$ cat src/rtl/regbank_pkg.sv
package regbank_pkg;

  localparam int BYTE_W  = 8;
  localparam int WORD_W  = 2 * BYTE_W;
  localparam int GP_REGS = 6;
  localparam int GP_PAIRS = GP_REGS / 2;
  localparam int WIDE_REGS = 4;
  localparam int ADDR_W  = 5;
  localparam int IDX_W   = ADDR_W - 1;
  localparam int REF_CNT_W = BYTE_W - 1;

  // byte-mode codes
  localparam logic [IDX_W-1:0] CODE_ACC = IDX_W'(GP_REGS);
  localparam logic [IDX_W-1:0] CODE_FLG = IDX_W'(GP_REGS + 1);
  localparam logic [IDX_W-1:0] CODE_REF = IDX_W'(GP_REGS + 2);
  localparam logic [IDX_W-1:0] CODE_IV  = IDX_W'(GP_REGS + 3);
  // pair-mode codes
  localparam int PCODE_AF   = GP_PAIRS;
  localparam int PCODE_WIDE = GP_PAIRS + 1;

  typedef struct packed {
    logic [GP_REGS-1:0]   gpWe;
    logic                 accWe;
    logic                 flgWe;
    logic                 refWe;
    logic                 ivWe;
    logic [WIDE_REGS-1:0] wideWe;
    logic                 pairMode;
    logic                 afSel;
    logic                 gpSel;
    logic                 refStep;
  } strobes_t;

endpackage

$ cat src/rtl/regbank_ctrl.sv
module regbank_ctrl
  import regbank_pkg::*;
(
  input  logic              clk,
  input  logic              rst,
  input  logic              wrEn,
  input  logic [ADDR_W-1:0] wrAddr,
  input  logic              xchgAf,
  input  logic              xchgGp,
  input  logic              refInc,
  output strobes_t          strb
);

  logic             afSel;
  logic             gpSel;
  logic             isPair;
  logic [IDX_W-1:0] idx;
  logic [GP_REGS-1:0]   gpHit;
  logic [WIDE_REGS-1:0] wideHit;

  assign isPair = wrAddr[ADDR_W-1];
  assign idx    = wrAddr[IDX_W-1:0];

  // bank select flip-flops: toggled, never copied
  always_ff @(posedge clk) begin
    if (rst) begin
      afSel <= 1'b0;
      gpSel <= 1'b0;
    end else begin
      if (xchgAf) afSel <= ~afSel;
      if (xchgGp) gpSel <= ~gpSel;
    end
  end

  genvar g;
  generate
    for (g = 0; g < GP_REGS; g++) begin : gGpDec
      assign gpHit[g] = wrEn && (isPair ? (idx == IDX_W'(g / 2)) : (idx == IDX_W'(g)));
    end
    for (g = 0; g < WIDE_REGS; g++) begin : gWideDec
      assign wideHit[g] = wrEn && isPair && (idx == IDX_W'(PCODE_WIDE + g));
    end
  endgenerate

  always_comb begin
    strb          = '0;
    strb.gpWe     = gpHit;
    strb.accWe    = wrEn && (isPair ? (idx == IDX_W'(PCODE_AF)) : (idx == CODE_ACC));
    strb.flgWe    = wrEn && (isPair ? (idx == IDX_W'(PCODE_AF)) : (idx == CODE_FLG));
    strb.refWe    = wrEn && !isPair && (idx == CODE_REF);
    strb.ivWe     = wrEn && !isPair && (idx == CODE_IV);
    strb.wideWe   = wideHit;
    strb.pairMode = isPair;
    strb.afSel    = afSel;
    strb.gpSel    = gpSel;
    strb.refStep  = refInc;
  end

  AST_AF_TOGGLE: assert property (@(posedge clk) disable iff (rst)
    xchgAf |=> (afSel != $past(afSel)));
  AST_AF_HOLD: assert property (@(posedge clk) disable iff (rst)
    !xchgAf |=> $stable(afSel));
  AST_GP_TOGGLE: assert property (@(posedge clk) disable iff (rst)
    xchgGp |=> (gpSel != $past(gpSel)));
  AST_GP_HOLD: assert property (@(posedge clk) disable iff (rst)
    !xchgGp |=> $stable(gpSel));
  AST_BYTE_ONE_TARGET: assert property (@(posedge clk) disable iff (rst)
    (wrEn && !isPair) |-> $onehot0({strb.gpWe, strb.accWe, strb.flgWe,
                                    strb.refWe, strb.ivWe, strb.wideWe}));
  AST_BYTE_NO_WIDE: assert property (@(posedge clk) disable iff (rst)
    !isPair |-> (strb.wideWe == '0));

endmodule

$ cat src/rtl/regbank_dp.sv
module regbank_dp
  import regbank_pkg::*;
(
  input  logic              clk,
  input  logic              rst,
  input  strobes_t          strb,
  input  logic [WORD_W-1:0] wrData,
  input  logic [ADDR_W-1:0] rdAddrA,
  input  logic [ADDR_W-1:0] rdAddrB,
  output logic [WORD_W-1:0] rdDataA,
  output logic [WORD_W-1:0] rdDataB
);

  localparam int PORTS = 2;

  logic [BYTE_W-1:0] gpBank  [2][GP_REGS];
  logic [BYTE_W-1:0] accBank [2];
  logic [BYTE_W-1:0] flgBank [2];
  logic [WORD_W-1:0] wideReg [WIDE_REGS];
  logic [BYTE_W-1:0] refReg;
  logic [BYTE_W-1:0] ivReg;

  logic [BYTE_W-1:0] wrHi;
  logic [BYTE_W-1:0] wrLo;
  assign wrHi = wrData[WORD_W-1:BYTE_W];
  assign wrLo = wrData[BYTE_W-1:0];

  // general-purpose banks
  always_ff @(posedge clk) begin
    if (rst) begin
      for (int b = 0; b < 2; b++)
        for (int r = 0; r < GP_REGS; r++)
          gpBank[b][r] <= '0;
    end else begin
      for (int r = 0; r < GP_REGS; r++)
        if (strb.gpWe[r])
          gpBank[strb.gpSel][r] <= (strb.pairMode && (r % 2 == 0)) ? wrHi : wrLo;
    end
  end

  // accumulator / flag banks
  always_ff @(posedge clk) begin
    if (rst) begin
      for (int b = 0; b < 2; b++) begin
        accBank[b] <= '0;
        flgBank[b] <= '0;
      end
    end else begin
      if (strb.accWe) accBank[strb.afSel] <= strb.pairMode ? wrHi : wrLo;
      if (strb.flgWe) flgBank[strb.afSel] <= wrLo;
    end
  end

  // 16-bit pointer registers
  genvar w;
  generate
    for (w = 0; w < WIDE_REGS; w++) begin : gWide
      always_ff @(posedge clk) begin
        if (rst)                 wideReg[w] <= '0;
        else if (strb.wideWe[w]) wideReg[w] <= wrData;
      end
      AST_WIDE_HOLD: assert property (@(posedge clk) disable iff (rst)
        !strb.wideWe[w] |=> $stable(wideReg[w]));
    end
  endgenerate

  // refresh counter and interrupt vector
  always_ff @(posedge clk) begin
    if (rst) begin
      refReg <= '0;
      ivReg  <= '0;
    end else begin
      if (strb.refWe)
        refReg <= wrLo;
      else if (strb.refStep)
        refReg <= {refReg[BYTE_W-1], refReg[REF_CNT_W-1:0] + REF_CNT_W'(1)};
      if (strb.ivWe) ivReg <= wrLo;
    end
  end

  // read multiplexers
  logic [ADDR_W-1:0] rdAddr [PORTS];
  logic [WORD_W-1:0] rdData [PORTS];
  assign rdAddr[0] = rdAddrA;
  assign rdAddr[1] = rdAddrB;
  assign rdDataA   = rdData[0];
  assign rdDataB   = rdData[1];

  genvar p;
  generate
    for (p = 0; p < PORTS; p++) begin : gRead
      logic             isPair;
      logic [IDX_W-1:0] idx;
      assign isPair = rdAddr[p][ADDR_W-1];
      assign idx    = rdAddr[p][IDX_W-1:0];

      always_comb begin
        rdData[p] = '0;
        if (isPair) begin
          for (int k = 0; k < GP_PAIRS; k++)
            if (idx == IDX_W'(k))
              rdData[p] = {gpBank[strb.gpSel][2*k], gpBank[strb.gpSel][2*k+1]};
          if (idx == IDX_W'(PCODE_AF))
            rdData[p] = {accBank[strb.afSel], flgBank[strb.afSel]};
          for (int k = 0; k < WIDE_REGS; k++)
            if (idx == IDX_W'(PCODE_WIDE + k))
              rdData[p] = wideReg[k];
        end else begin
          for (int k = 0; k < GP_REGS; k++)
            if (idx == IDX_W'(k))
              rdData[p] = {{BYTE_W{1'b0}}, gpBank[strb.gpSel][k]};
          if (idx == CODE_ACC) rdData[p] = {{BYTE_W{1'b0}}, accBank[strb.afSel]};
          if (idx == CODE_FLG) rdData[p] = {{BYTE_W{1'b0}}, flgBank[strb.afSel]};
          if (idx == CODE_REF) rdData[p] = {{BYTE_W{1'b0}}, refReg};
          if (idx == CODE_IV)  rdData[p] = {{BYTE_W{1'b0}}, ivReg};
        end
      end
    end
  endgenerate

  AST_REF_MSB_HOLD: assert property (@(posedge clk) disable iff (rst)
    (strb.refStep && !strb.refWe) |=> (refReg[BYTE_W-1] == $past(refReg[BYTE_W-1])));
  AST_REF_LOW_STEP: assert property (@(posedge clk) disable iff (rst)
    (strb.refStep && !strb.refWe) |=>
      (refReg[REF_CNT_W-1:0] == REF_CNT_W'($past(refReg[REF_CNT_W-1:0]) + REF_CNT_W'(1))));
  AST_REF_WRITE_WINS: assert property (@(posedge clk) disable iff (rst)
    strb.refWe |=> (refReg == $past(wrLo)));
  AST_IV_HOLD: assert property (@(posedge clk) disable iff (rst)
    !strb.ivWe |=> $stable(ivReg));

endmodule

$ cat src/rtl/regbank_top.sv
module regbank_top
  import regbank_pkg::*;
(
  input  logic              clk,
  input  logic              rst,
  input  logic              wrEn,
  input  logic [ADDR_W-1:0] wrAddr,
  input  logic [WORD_W-1:0] wrData,
  input  logic              xchgAf,
  input  logic              xchgGp,
  input  logic              refInc,
  input  logic [ADDR_W-1:0] rdAddrA,
  output logic [WORD_W-1:0] rdDataA,
  input  logic [ADDR_W-1:0] rdAddrB,
  output logic [WORD_W-1:0] rdDataB
);

  strobes_t strb;

  regbank_ctrl uCtrl (
    .clk    (clk),
    .rst    (rst),
    .wrEn   (wrEn),
    .wrAddr (wrAddr),
    .xchgAf (xchgAf),
    .xchgGp (xchgGp),
    .refInc (refInc),
    .strb   (strb)
  );

  regbank_dp uDp (
    .clk     (clk),
    .rst     (rst),
    .strb    (strb),
    .wrData  (wrData),
    .rdAddrA (rdAddrA),
    .rdAddrB (rdAddrB),
    .rdDataA (rdDataA),
    .rdDataB (rdDataB)
  );

endmodule

$ cat config.mk
export PLATFORM = sky130hd
export DESIGN_NAME = regbank_top
export DESIGN_NICKNAME = d
export VERILOG_FILES = /design/src/rtl/regbank_pkg.sv /design/src/rtl/regbank_ctrl.sv /design/src/rtl/regbank_dp.sv /design/src/rtl/regbank_top.sv
export SDC_FILE = /design/constraint.sdc
export NUM_CORES = 1
export LEC_CHECK = 0
export BUFFER_PORTS_ARGS = -buffer_cell sky130_fd_sc_hd__buf_2
export CAP_MARGIN = 20
export CELL_PAD_IN_SITES_DETAIL_PLACEMENT = 0
export CELL_PAD_IN_SITES_GLOBAL_PLACEMENT = 2
export CORE_MARGIN = 2
export CORE_UTILIZATION = 43
export DETAILED_ROUTE_END_ITERATION = 10
export PLACE_DENSITY_LB_ADDON = 0.1
export SYNTH_ARGS = -nofsm -noshare
export SYNTH_HDL_FRONTEND = slang
export SYNTH_HIERARCHICAL = 1
export SYNTH_SLANG_ARGS = --single-unit
$ cat constraint.sdc
create_clock -name clk -period 5.2 [get_ports clk]
set_input_delay 1.3 -clock clk [delete_from_list [all_inputs] [get_ports clk]]
set_output_delay 1.3 -clock clk [all_outputs]
set_load 0.02 [all_outputs]
### After elaboration in Yosys (flattened, before gate mapping)

Memory sizes are Yosys's and may differ from the RTL's. A register that Yosys moved wholly into a read port is not among the register bits.
Index checks and enable logic that the tools add are counted.
Widths: inputs -> output; s select.

* bits of input ports: 37
* word-level logic and storage cells: 172
* flip-flop bits (word level): 18
* memories kept: 4
* RAM bits: 192
* output and inout bits: 32

Memory list
* uDp.gpBank: depth 2, width 48, read ports 1, clocked after Yosys merged registers in 1, wr ports 2, RTL line regbank_dp.sv:16 `logic [BYTE_W-1:0] gpBank [2][GP_REGS];`
* uDp.wideReg: depth 4, width 16, read ports 4, clocked after Yosys merged registers in 0, wr ports 4, RTL line regbank_dp.sv:19 `logic [WORD_W-1:0] wideReg [WIDE_REGS];`
* uDp.accBank: depth 2, width 8, read ports 1, clocked after Yosys merged registers in 1, wr ports 2, RTL line regbank_dp.sv:17 `logic [BYTE_W-1:0] accBank [2];`
* uDp.flgBank: depth 2, width 8, read ports 1, clocked after Yosys merged registers in 1, wr ports 2, RTL line regbank_dp.sv:18 `logic [BYTE_W-1:0] flgBank [2];`

* equality and inequality tests: 27
* reductions and logical operators: 24
* add/sub/neg operators: 1
* bitwise logic cells: 6
* multiplexer cells: 105

Operators with widths (count)
* $mux 16: 22
* $mux 8: 24
* $mux 1: 56
* $eq 4x3->1 const B: 12
* $mux 48: 1
* $reduce_or 48->1: 1
* $eq 4x2->1 const B: 6
* $eq 4x4->1 const B: 6
* $logic_and 1x1->1: 16
* $reduce_or 8->1: 2
* $eq 4x1->1 const B: 3
* $logic_not 4->1: 3
* $add 7x1->7 const B: 1
* $mux 7: 1
* $mux 6: 1
* $or 1x1->1: 4
* $not 1->1: 2
* $reduce_bool 2->1: 1
* $logic_not 1->1: 1

### Longest topological paths before layout

Gate-level depths: netlist (run 1).

* depth in word-level cells: 12
* gate-level depth with buffers: 9
* depth with buffers taken out: 6

### Modules after synthesis

Netlist (run 1), hierarchy kept.

By module, submodules not included
* regbank_dp: cells an instance 1127, area an instance 12299.3 um^2, seq. area each 6085.8 um^2, instances 1
* regbank_ctrl: cells an instance 48, area an instance 395.4 um^2, seq. area each 40.0 um^2, instances 1

### Worst setup path after synthesis (run 1)

OpenSTA, ideal clock, no wires.

* kind: input to output
* start: input rdAddrA[2]
* end: output rdDataA[11]
* required time: 3.900 ns
* arrival: 2.925 ns
* buffers on the path: 3
* slack: 0.975 ns
* cell stages on the path: 7
* path through: buf_2 -> nor4bb_1 -> clkbuf_1 -> buf_2 -> nor3b_2 -> o221ai_1 -> o21ai_0

* word-level cells in the longest chain between the ends: 10
* elaborated cells between the ends (all ways): 17
* those cells by class: eq/ne (7); mux (9); reduce/logical (1)

Ends and longest elaborated chain
* from (decl): RTL line regbank_top.sv:12 `input logic [ADDR_W-1:0] rdAddrA,`
* $logic_not 4->1: RTL line regbank_dp.sv:101 `if (idx == IDX_W'(k))`
* $mux 16 (3 in a row): RTL line regbank_dp.sv:101
* $mux 16: RTL line regbank_dp.sv:103 `if (idx == IDX_W'(PCODE_AF))`
* $mux 16 (3 in a row): RTL line regbank_dp.sv:106 `if (idx == IDX_W'(PCODE_WIDE + k))`
* $mux 16 (*): RTL line regbank_dp.sv:106
* $mux 16 (*): RTL line regbank_dp.sv:99 `if (isPair) begin`
* to (decl): RTL line regbank_top.sv:13 `output logic [WORD_W-1:0] rdDataA,`

Mark *: on every way between the ends. The rest lies on a longest branch, timed or not.

### Worst setup path after layout (run 1)

* start: input rdAddrA[3]
* end: output rdDataA[4]

* word-level cells in the longest chain between the ends: 12
* elaborated cells between the ends (all ways): 29
* those cells by class: eq/ne (9); mux (19); reduce/logical (1)

Ends and longest elaborated chain
* $logic_not 4->1: RTL line regbank_dp.sv:101, regbank_dp.sv:110
* $mux 8 (6 in a row): RTL line regbank_dp.sv:110 `if (idx == IDX_W'(k))`
* $mux 8: RTL line regbank_dp.sv:112 `if (idx == CODE_ACC) rdData[p] = {{BYTE_W{1'b0}}, accBank[strb.afSel]};`
* $mux 8: RTL line regbank_dp.sv:113 `if (idx == CODE_FLG) rdData[p] = {{BYTE_W{1'b0}}, flgBank[strb.afSel]};`
* $mux 8: RTL line regbank_dp.sv:114 `if (idx == CODE_REF) rdData[p] = {{BYTE_W{1'b0}}, refReg};`
* $mux 8: RTL line regbank_dp.sv:115 `if (idx == CODE_IV) rdData[p] = {{BYTE_W{1'b0}}, ivReg};`
* $mux 16 (*): RTL line regbank_dp.sv:99

Marked as above.

==> results of run 1 <==
[routing by layer]
layer  track usage, %  up-vias  part of all wire, %
met4            12.74        0                  4.4
met5                0        -                    0
met1            43.67     5283                   43
li1                 -     4645                    -
met2            46.59      570                   44
met3            5.346      118                  8.6
[power by group through the flow]
stage / Combinational [mW] / Clock, mW / Sequential (mW)
final: 0.694 / 1.73 / 1.97
after global routing: 0.727 / 1.83 / 1.98
after floorplan: 0.441 / 0 / 1.97
after CTS: 0.679 / 1.76 / 1.97
after global placement: 0.681 / 0 / 2.00
after detailed placement: 0.677 / 0 / 2.01
[Yosys cell counts (5+ instances only)]
cell type / instances
a221oi_1: 13
a31oi_1: 5
mux2_2: 14
buf_2: 26
o2111ai_1: 8
inv_1: 7
nand3_1: 12
a222oi_1: 9
or2_2: 6
and2_1: 93
a22oi_1: 34
a311oi_1: 11
a22o_1: 8
buf_6: 7
o2bb2ai_1: 5
a21oi_1: 35
nor2b_1: 8
o21ai_1: 6
and3_1: 35
dfxtp_1: 18
o221ai_1: 26
clkbuf_1: 51
nand2_1: 68
mux4_2: 9
o21ai_0: 53
edfxtp_1: 192
buf_4: 9
a221o_1: 16
o32ai_1: 9
buf_1: 7
nand3b_1: 6
nand4bb_1: 5
o22ai_1: 17
nand2b_1: 24
mux2i_1: 97
a211oi_1: 13
a21o_1: 15
nor2_1: 115
xnor2_1: 6
[cells by family (layout without fill, tap and decap cells)]
group                      count (synthesis)  after routing  synth area share (%)
AOI/OAI and AO/OA                        314            314                 18.19
xor gates and xnor gates                  10             10                0.6899
adders and majority gates                  1              1               0.09855
buffers and inverters                    110            174                 4.406
DFF                                      210            210                 48.26
muxes                                    123            123                 11.11
other                                      0              1                     0
and+or+nand+nor                          407            407                 17.25
[area by class of cell]
cell class | count | share of cell area, %
antenna | 1 | 0.01755
timing repair buffer | 122 | 5.319
multi-input combinational | 855 | 42.39
sequential | 210 | 43.00
inverter | 8 | 0.2107
clock buffer | 25 | 4.239
clock inverter | 19 | 1.448
tap | 384 | 3.370
[registers in the layout (all words and copies together) (netlist names)]
signal and flops:
uCtrl/gpSel 1, uCtrl/afSel 1, uDp/gpBank 96, uDp/flgBank 16, uDp/wideReg 64, uDp/refReg 8
uDp/ivReg 8, uDp/accBank 16
[critical path: stages]
cell	delay (ps)
buf_2	190
nand3b_1	530
nor2_2	440
nand2_1	290
o21ai_0	340
o22ai_1	160
buf_2	190
[through the flow]
step                      util (%)  worst slack [ps]  area [um^2]
after global placement       46.55             547.2        13430
after floorplan                  -             974.6        12690
final                        49.40             445.8        14250
after global routing         49.40             294.0        14250
after CTS                    49.39             515.2        14250
after detailed placement     46.58             535.0        13440
[worst max path at each step]
stage                     cells past startpoint     endpoint       start  slack [ps]
final                                         7   rdDataA[4]  rdAddrA[3]         450
after global routing                          9   rdDataB[4]  rdAddrB[1]         290
after floorplan                               7  rdDataA[11]  rdAddrA[2]         970
after global placement                        6   rdDataA[7]  rdAddrA[0]         550
after CTS                                     9   rdDataB[4]  rdAddrB[1]         520
after detailed placement                      9   rdDataB[4]  rdAddrB[1]         540
==> impl_metrics.tcl, run 1 <==
set metrics [dict create \
    status "finished, final reports clean" \
    seq_power_share_pct 44.9 \
    cts_buffers 24 \
    crit_required_ps 3900 \
    cts_setup_buffers 0 \
    yosysTopAreaCell "edfxtp_1" \
    ys_warn_count 6 \
    die_y_um 175.8 \
    dp_cells 1579 \
    finClkSkew_ps 9.104 \
    sw_frac_of_total_pct 28.46 \
    finalMaxSlewViolations 0 \
    nNetsFinal 1259 \
    syn_inst 1175 \
    yosys-top-cells-area "edfxtp_1 45%, mux2i_1 7.6%, and2_1 4.6%, nor2_1 3.4%, dfxtp_1 2.8%" \
    seq_area_um2 6130 \
    ys_ff_latch 210 \
    gp_congestion 0.9843 \
    synth_edf_count 192 \
    setup_tns_ps 0 \
    tightest_slew_ps 1118 \
    drc 0 \
    cts.sink_count 210 \
    cp_max_fo 12 \
    hold_depth 2 \
    power_density_nw_per_um2 308.3 \
    netlist_area_um2 12690 \
    grt_max_degree 32 \
    clk_latency_ps 540 \
    hp-class "reg -> reg" \
    antenna_found_initial 3 \
    startpoint_type "primary input" \
    die_x_um 175.8 \
    min_from "uDp/ivReg[6]" \
    synth_seq_area_share_pct 48.26 \
    dp_hpwl_um 35770 \
    async_flop_share_pct 0 \
    synth_flop_cell "edfxtp_1" \
    slew_headroom_pct 23.34 \
    post-route-period-util_pct 91.43 \
    port_buffers 68 \
    p_comb_share_pct 15.8 \
    multi_input_area_um2 6043 \
    fin_total_pwr_mw 4.395 \
    dr.pass1.iters 8 \
    ctsHoldBuffers 0 \
    grt_pass1_wl_um 69240 \
    synth_nets 1213 \
    boundaryPins 69 \
    vias_per_cell 6.537 \
    drive_above_1_share_pct 16.79 \
    rr_endpoint "uDp/accBank[0][1]" \
    final_cells 1624 \
    coreArea_um2 28860 \
    max_freq_mhz 210.3 \
    wl_um 48070 \
    cell_internal_pwr_mw 3.144 \
    cp-end-kind "output pin" \
    clockBufferDepth 3 \
    synth_top_area_share_pct 45.42 \
    ant_nets 0 \
    cts_tree "done" \
    synth.distinct_cells 78 \
    h-tree-depth 1 \
    grt_pass1_vias 10100 \
    arrival_ps 3450 \
    cts_root_buf "clkbuf_16" \
    final_common_cell "edfxtp_1" \
    initial_core_util_pct 43.99 \
    clk_pin_slew_worst_paths_ps 60 \
    n_fill_cell 2758 \
    overflow 0 \
    crit_type "in -> out" \
    syn_avg_cell_area_um2 10.80 \
    power.leakage_nw 5.295 \
    drv_cap 0 \
    pwr-share-clk_pct 39.4 \
    area_delta_synth_final_pct 12.29 \
    final_cell_mix "192 x edfxtp_1, 115 x nor2_1, 97 x mux2i_1" \
    grt.total_usage_pct 30.75 \
    setup_viol_count_final 0 \
    cts_resized 0 \
    drt_iter0_markers 1603 \
    power.switching_mw 1.251 \
    dieArea_um2 30910 \
    row_count 62 \
    vdd_ir_drop_max_mv 0.2392 \
    hold-path-endpoint "uDp/ivReg[6]" \
    routed-via-count 10620 \
    rr_startpoint "uCtrl/afSel" \
    holdWs_ps 564.2 \
    hold_viol 0 \
    wire_per_inst_um 29.60 \
    finalCriticalPeriod_ps 4754 \
    rr_worst_depth 4 \
    rrSetupSlack_ps 2770 \
    rsz0062_at_grt "false" \
]
(Power assumes the default switching activity.)
==> inputs of run 2 (changes only) <==
--- a/config.mk
+++ b/config.mk
@@ -10,7 +10,7 @@
 export CELL_PAD_IN_SITES_DETAIL_PLACEMENT = 0
 export CELL_PAD_IN_SITES_GLOBAL_PLACEMENT = 2
 export CORE_MARGIN = 2
-export CORE_UTILIZATION = 43
+export CORE_UTILIZATION = 45
 export DETAILED_ROUTE_END_ITERATION = 10
 export PLACE_DENSITY_LB_ADDON = 0.1
 export SYNTH_ARGS = -nofsm -noshare
==> impl_metrics.tcl, run 2 (synthesis gave the netlist of run 1 again) <==
set metrics [dict create \
    status "finished, final reports clean" \
    die_x_um 172.0 \
    crit_required_ps 3900 \
    finClkSkew_ps 9.659 \
    initial_core_util_pct 45.69 \
    clockBufferDepth 3 \
    grt.total_usage_pct 32.08 \
    grt_pass1_wl_um 68480 \
    startpoint_type "primary input" \
    finalCriticalPeriod_ps 4805 \
    die_y_um 172.0 \
    top_register "uDp/gpBank" \
    drt_iter0_markers 1248 \
    vdd_ir_drop_max_mv 0.2489 \
    largest_reg_flops 96 \
    drc 0 \
    drv_cap 0 \
    routed-via-count 10690 \
    cts_setup_buffers 0 \
    boundaryPins 69 \
    rsz0062_at_grt "false" \
    cts.sink_count 210 \
    power_density_nw_per_um2 308.0 \
    setup_viol_count_final 0 \
    hold_viol 0 \
    coreArea_um2 27780 \
    vias_per_cell 6.627 \
    overflow 0 \
    cts_resized 0 \
    finalMaxSlewViolations 0 \
    h-tree-depth 1 \
    dieArea_um2 29570 \
    largestRegisters "uDp/gpBank (96), uDp/wideReg (64)" \
    setup_tns_ps 0 \
    max_freq_mhz 208.1 \
    power.leakage_nw 5.264 \
    antenna_found_initial 2 \
    row_count 61 \
    clk_latency_ps 540 \
    drive_above_1_share_pct 15.98 \
    dr.pass1.iters 7 \
    holdWs_ps 546.2 \
    clk_pin_slew_worst_paths_ps 60 \
    arrival_ps 3500 \
    tightest_slew_ps 1137 \
    post-route-period-util_pct 92.40 \
    multi_input_area_um2 6043 \
    nNetsFinal 1254 \
    port_buffers 68 \
    grt_max_degree 45 \
    wl_um 47580 \
    area_delta_synth_final_pct 11.53 \
    crit_type "in -> out" \
    seq_area_um2 6130 \
    ant_nets 0 \
    grt_pass1_vias 9785 \
    cts_root_buf "clkbuf_16" \
    n_fill_cell 2611 \
    slew_headroom_pct 22.01 \
    wire_per_inst_um 29.50 \
    cts_buffers 25 \
    cts_tree "done" \
    gp_congestion 1.044 \
    cp-end-kind "output pin" \
    dp_hpwl_um 34910 \
    ctsHoldBuffers 0 \
    final_common_cell "edfxtp_1" \
    final_cell_mix "192 x edfxtp_1, 115 x nor2_1, 97 x mux2i_1" \
    cp_max_fo 32 \
    hp-class "reg -> reg" \
]
run 2: cell count changes in the layout (fill, tap and decap cells not counted):
cell	change
buf_4	-5
clkbuf_1	+5
clkinvlp_4	-5
buf_12	-1
bufinv_16	-1
clkbuf_16	+1
clkinv_16	-1
diode_2	+1
inv_16	+1
run 2: power by group:
| part | switching (mW) | internal, mW |
|---|---|---|
| clock network | 0.714 | 0.985 |
| registers | 0.0590 | 1.92 |
| logic | 0.466 | 0.220 |
| total | 1.24 | 3.12 |
run 2: cell type report:
class                      instances  share of cell area (%)
antenna                            2                 0.03535
tap                              378                   3.340
inverter                           8                  0.2121
sequential                       210                   43.29
multi-input combinational        855                   42.68
timing repair buffer             116                   4.949
clock inverter                    13                  0.9102
clock buffer                      31                   4.578
run 2: critical path, stage by stage:
cell,delay [ps]
buf_2,500
buf_4,310
buf_4,180
nand2b_1,60
a2bb2oi_1,120
mux2i_1,300
o211ai_1,220
a21oi_1,280
buf_2,210
run 2: final timing paths:
check,start,end,slack (ps),cells past startpoint
hold reg to reg,uDp/refReg[7],uDp/refReg[7],550,2
hold / removal,uDp/refReg[7],uDp/refReg[7],550,2
setup reg to reg,uCtrl/gpSel,uDp/gpBank[0][27],2680,4
setup / recovery,rdAddrB[1],rdDataB[12],400,9
run 2: routing by layer:
| layer | GRT usage, % | vias up | part of all wire [%] | wire length, um |
|---|---|---|---|---|
| met5 | 0 | - | 0 | 0 |
| met4 | 13.01 | 0 | 4.5 | 2164 |
| met3 | 4.097 | 116 | 8.6 | 4109 |
| met2 | 47.86 | 648 | 43 | 20630 |
| met1 | 47.26 | 5292 | 43 | 20680 |
| li1 | - | 4633 | - | - |
run 2: per-stage QoR:
step / cells / area [um^2] / util [%] / setup WS (ps) / power, mW
floorplan: 1175 / 12690 / - / 974.6 / 2.413
global placement: 1566 / 13370 / 48.12 / 462.7 / 2.677
detailed placement: 1566 / 13370 / 48.12 / 485.1 / 2.676
CTS: 1610 / 14150 / 50.92 / 482.6 / 4.368
global route: 1611 / 14150 / 50.95 / 306.9 / 4.485
finish: 1613 / 14160 / 50.96 / 395.2 / 4.361
==> inputs of run 3 (changes only) <==
--- a/config.mk
+++ b/config.mk
@@ -9,7 +9,7 @@
 export CAP_MARGIN = 20
 export CELL_PAD_IN_SITES_DETAIL_PLACEMENT = 0
 export CELL_PAD_IN_SITES_GLOBAL_PLACEMENT = 2
-export CORE_MARGIN = 2
+export CORE_MARGIN = 3
 export CORE_UTILIZATION = 45
 export DETAILED_ROUTE_END_ITERATION = 10
 export PLACE_DENSITY_LB_ADDON = 0.1
==> impl_metrics.tcl, run 3 (synthesis gave the netlist of run 1 again) <==
set metrics [dict create \
    post-route-period-util_pct 89.97 \
    power_density_nw_per_um2 315.4 \
    coreArea_um2 27330 \
    finalMaxSlewViolations 0 \
    cts_buffers 25 \
    routed-via-count 10690 \
    max_freq_mhz 213.8 \
    ant_nets 0 \
    port_buffers 68 \
    dr.pass1.iters 6 \
    crit_type "reg -> out" \
    dp_cells 1560 \
    clk_pin_slew_worst_paths_ps 70 \
    cts_tree "done" \
    fin_total_pwr_mw 4.491 \
    vias_per_cell 6.650 \
    grt_pass1_vias 10290 \
    final_common_cell "edfxtp_1" \
    overflow 0 \
    grt_max_degree 34 \
    power.leakage_nw 5.305 \
    setup_tns_ps 0 \
    row_count 60 \
    rsz0062_at_grt "false" \
    drive_above_1_share_pct 16.61 \
    grt_pass1_wl_um 68520 \
    wl_um 46890 \
    dp_hpwl_um 34400 \
    arrival_ps 3380 \
    status "finished, final reports clean" \
    cp_max_fo 11 \
    vdd_ir_drop_max_mv 0.2724 \
    final_area_um2 14240 \
    drv_cap 0 \
    globalRoute.busiestLayer "met2" \
    die_y_um 174.0 \
    crit_required_ps 3900 \
    final_cell_mix "192 x edfxtp_1, 115 x nor2_1, 97 x mux2i_1" \
    boundaryPins 69 \
    wire_per_inst_um 29.18 \
    gp_congestion 1.030 \
    grt.total_usage_pct 30.16 \
    hp-class "reg -> reg" \
    cts_root_buf "clkbuf_16" \
    met1_usage_pct 43.73 \
    postPlaceCellArea_um2 13370 \
    clockBufferDepth 3 \
    ctsHoldBuffers 0 \
    top_register "uDp/gpBank" \
    finalCriticalPeriod_ps 4678 \
    setup_viol_count_final 0 \
    die_x_um 174.0 \
    antenna_found_initial 2 \
    largestRegisters "uDp/gpBank (96), uDp/wideReg (64)" \
    h-tree-depth 1 \
    cts_setup_buffers 0 \
    area_delta_synth_final_pct 12.16 \
    use_met3_pct 4.107 \
    final_cells 1607 \
    cp-end-kind "output pin" \
    drt_iter0_markers 1601 \
    cts_resized 0 \
    startpoint_type "flop" \
    tightest_slew_ps 1126 \
    initial_core_util_pct 46.46 \
    slew_headroom_pct 22.82 \
    drc 0 \
    hold_viol 0 \
    cts.sink_count 210 \
    nNetsFinal 1253 \
    finClkSkew_ps 17.00 \
    dieArea_um2 30260 \
    grt_use_met2_pct 44.79 \
    clk_latency_ps 560 \
    largest_reg_flops 96 \
]
[run 3: cell count changes in the layout (fill, tap and decap cells not counted)]
| cell | previous run | this run |
|---|---|---|
| buf_12 | 0 | 1 |
| buf_4 | 48 | 46 |
| bufinv_16 | 2 | 4 |
| clkbuf_1 | 6 | 0 |
| clkinv_1 | 7 | 6 |
| clkinv_2 | 2 | 4 |
| clkinv_4 | 0 | 1 |
| clkinvlp_4 | 1 | 3 |
| diode_2 | 2 | 1 |
| inv_6 | 1 | 3 |
[run 3: metal layers]
layer,up-vias,routed length [um]
li1,4636,-
met1,5271,20210
met2,645,20000
met3,135,4134
met4,0,2545
met5,-,0
[run 3: final cells by class]
type                       count  area [um^2]
fill                        2547        13090
sequential                   210         6130
multi-input combinational    855         6043
timing repair buffer         115        705.7
clock buffer                  25        625.6
tap                          372        465.4
clock inverter                21        236.5
inverter                       8        30.03
antenna                        1        2.502
[run 3: worst paths after layout]
| check | startpoint | end | slack [ps] | depth (start not counted) |
|---|---|---|---|---|
| max reg2reg | uCtrl/afSel | uDp/accBank[0][5] | 3020 | 5 |
| min | uDp/refReg[7] | uDp/refReg[7] | 540 | 2 |
| min reg2reg | uDp/refReg[7] | uDp/refReg[7] | 540 | 2 |
| max | uCtrl/afSel | rdDataB[1] | 520 | 6 |
[run 3: report_power, final]
| group | internal, mW | total, mW | switching (mW) | leakage (nW) |
|---|---|---|---|---|
| Combinational | 0.221 | 0.683 | 0.462 | 2.79 |
| Sequential | 1.92 | 1.97 | 0.0570 | 2.10 |
| Clock | 1.09 | 1.83 | 0.746 | 0.416 |
| Total | 3.23 | 4.49 | 1.26 | 5.30 |
[run 3: critical path: stages, from the launching register on]
cell and delay, ps:
dfxtp_1 710, mux2i_1 980, o221ai_1 270, a21oi_1 370
a21o_1 180, o221ai_1 120, buf_2 200
[run 3: metrics by stage]
step | utilization, % | worst slack (ps) | hold slack [ps]
3_3_place_gp | 48.91 | 582.1 | 514.1
2_1_floorplan | - | 974.6 | 483.7
5_1_grt | 52.11 | 336.9 | 573.4
3_5_place_dp | 48.94 | 594.7 | 531.3
6_report | 52.11 | 521.7 | 544.1
4_1_cts | 52.10 | 587.2 | 547.6
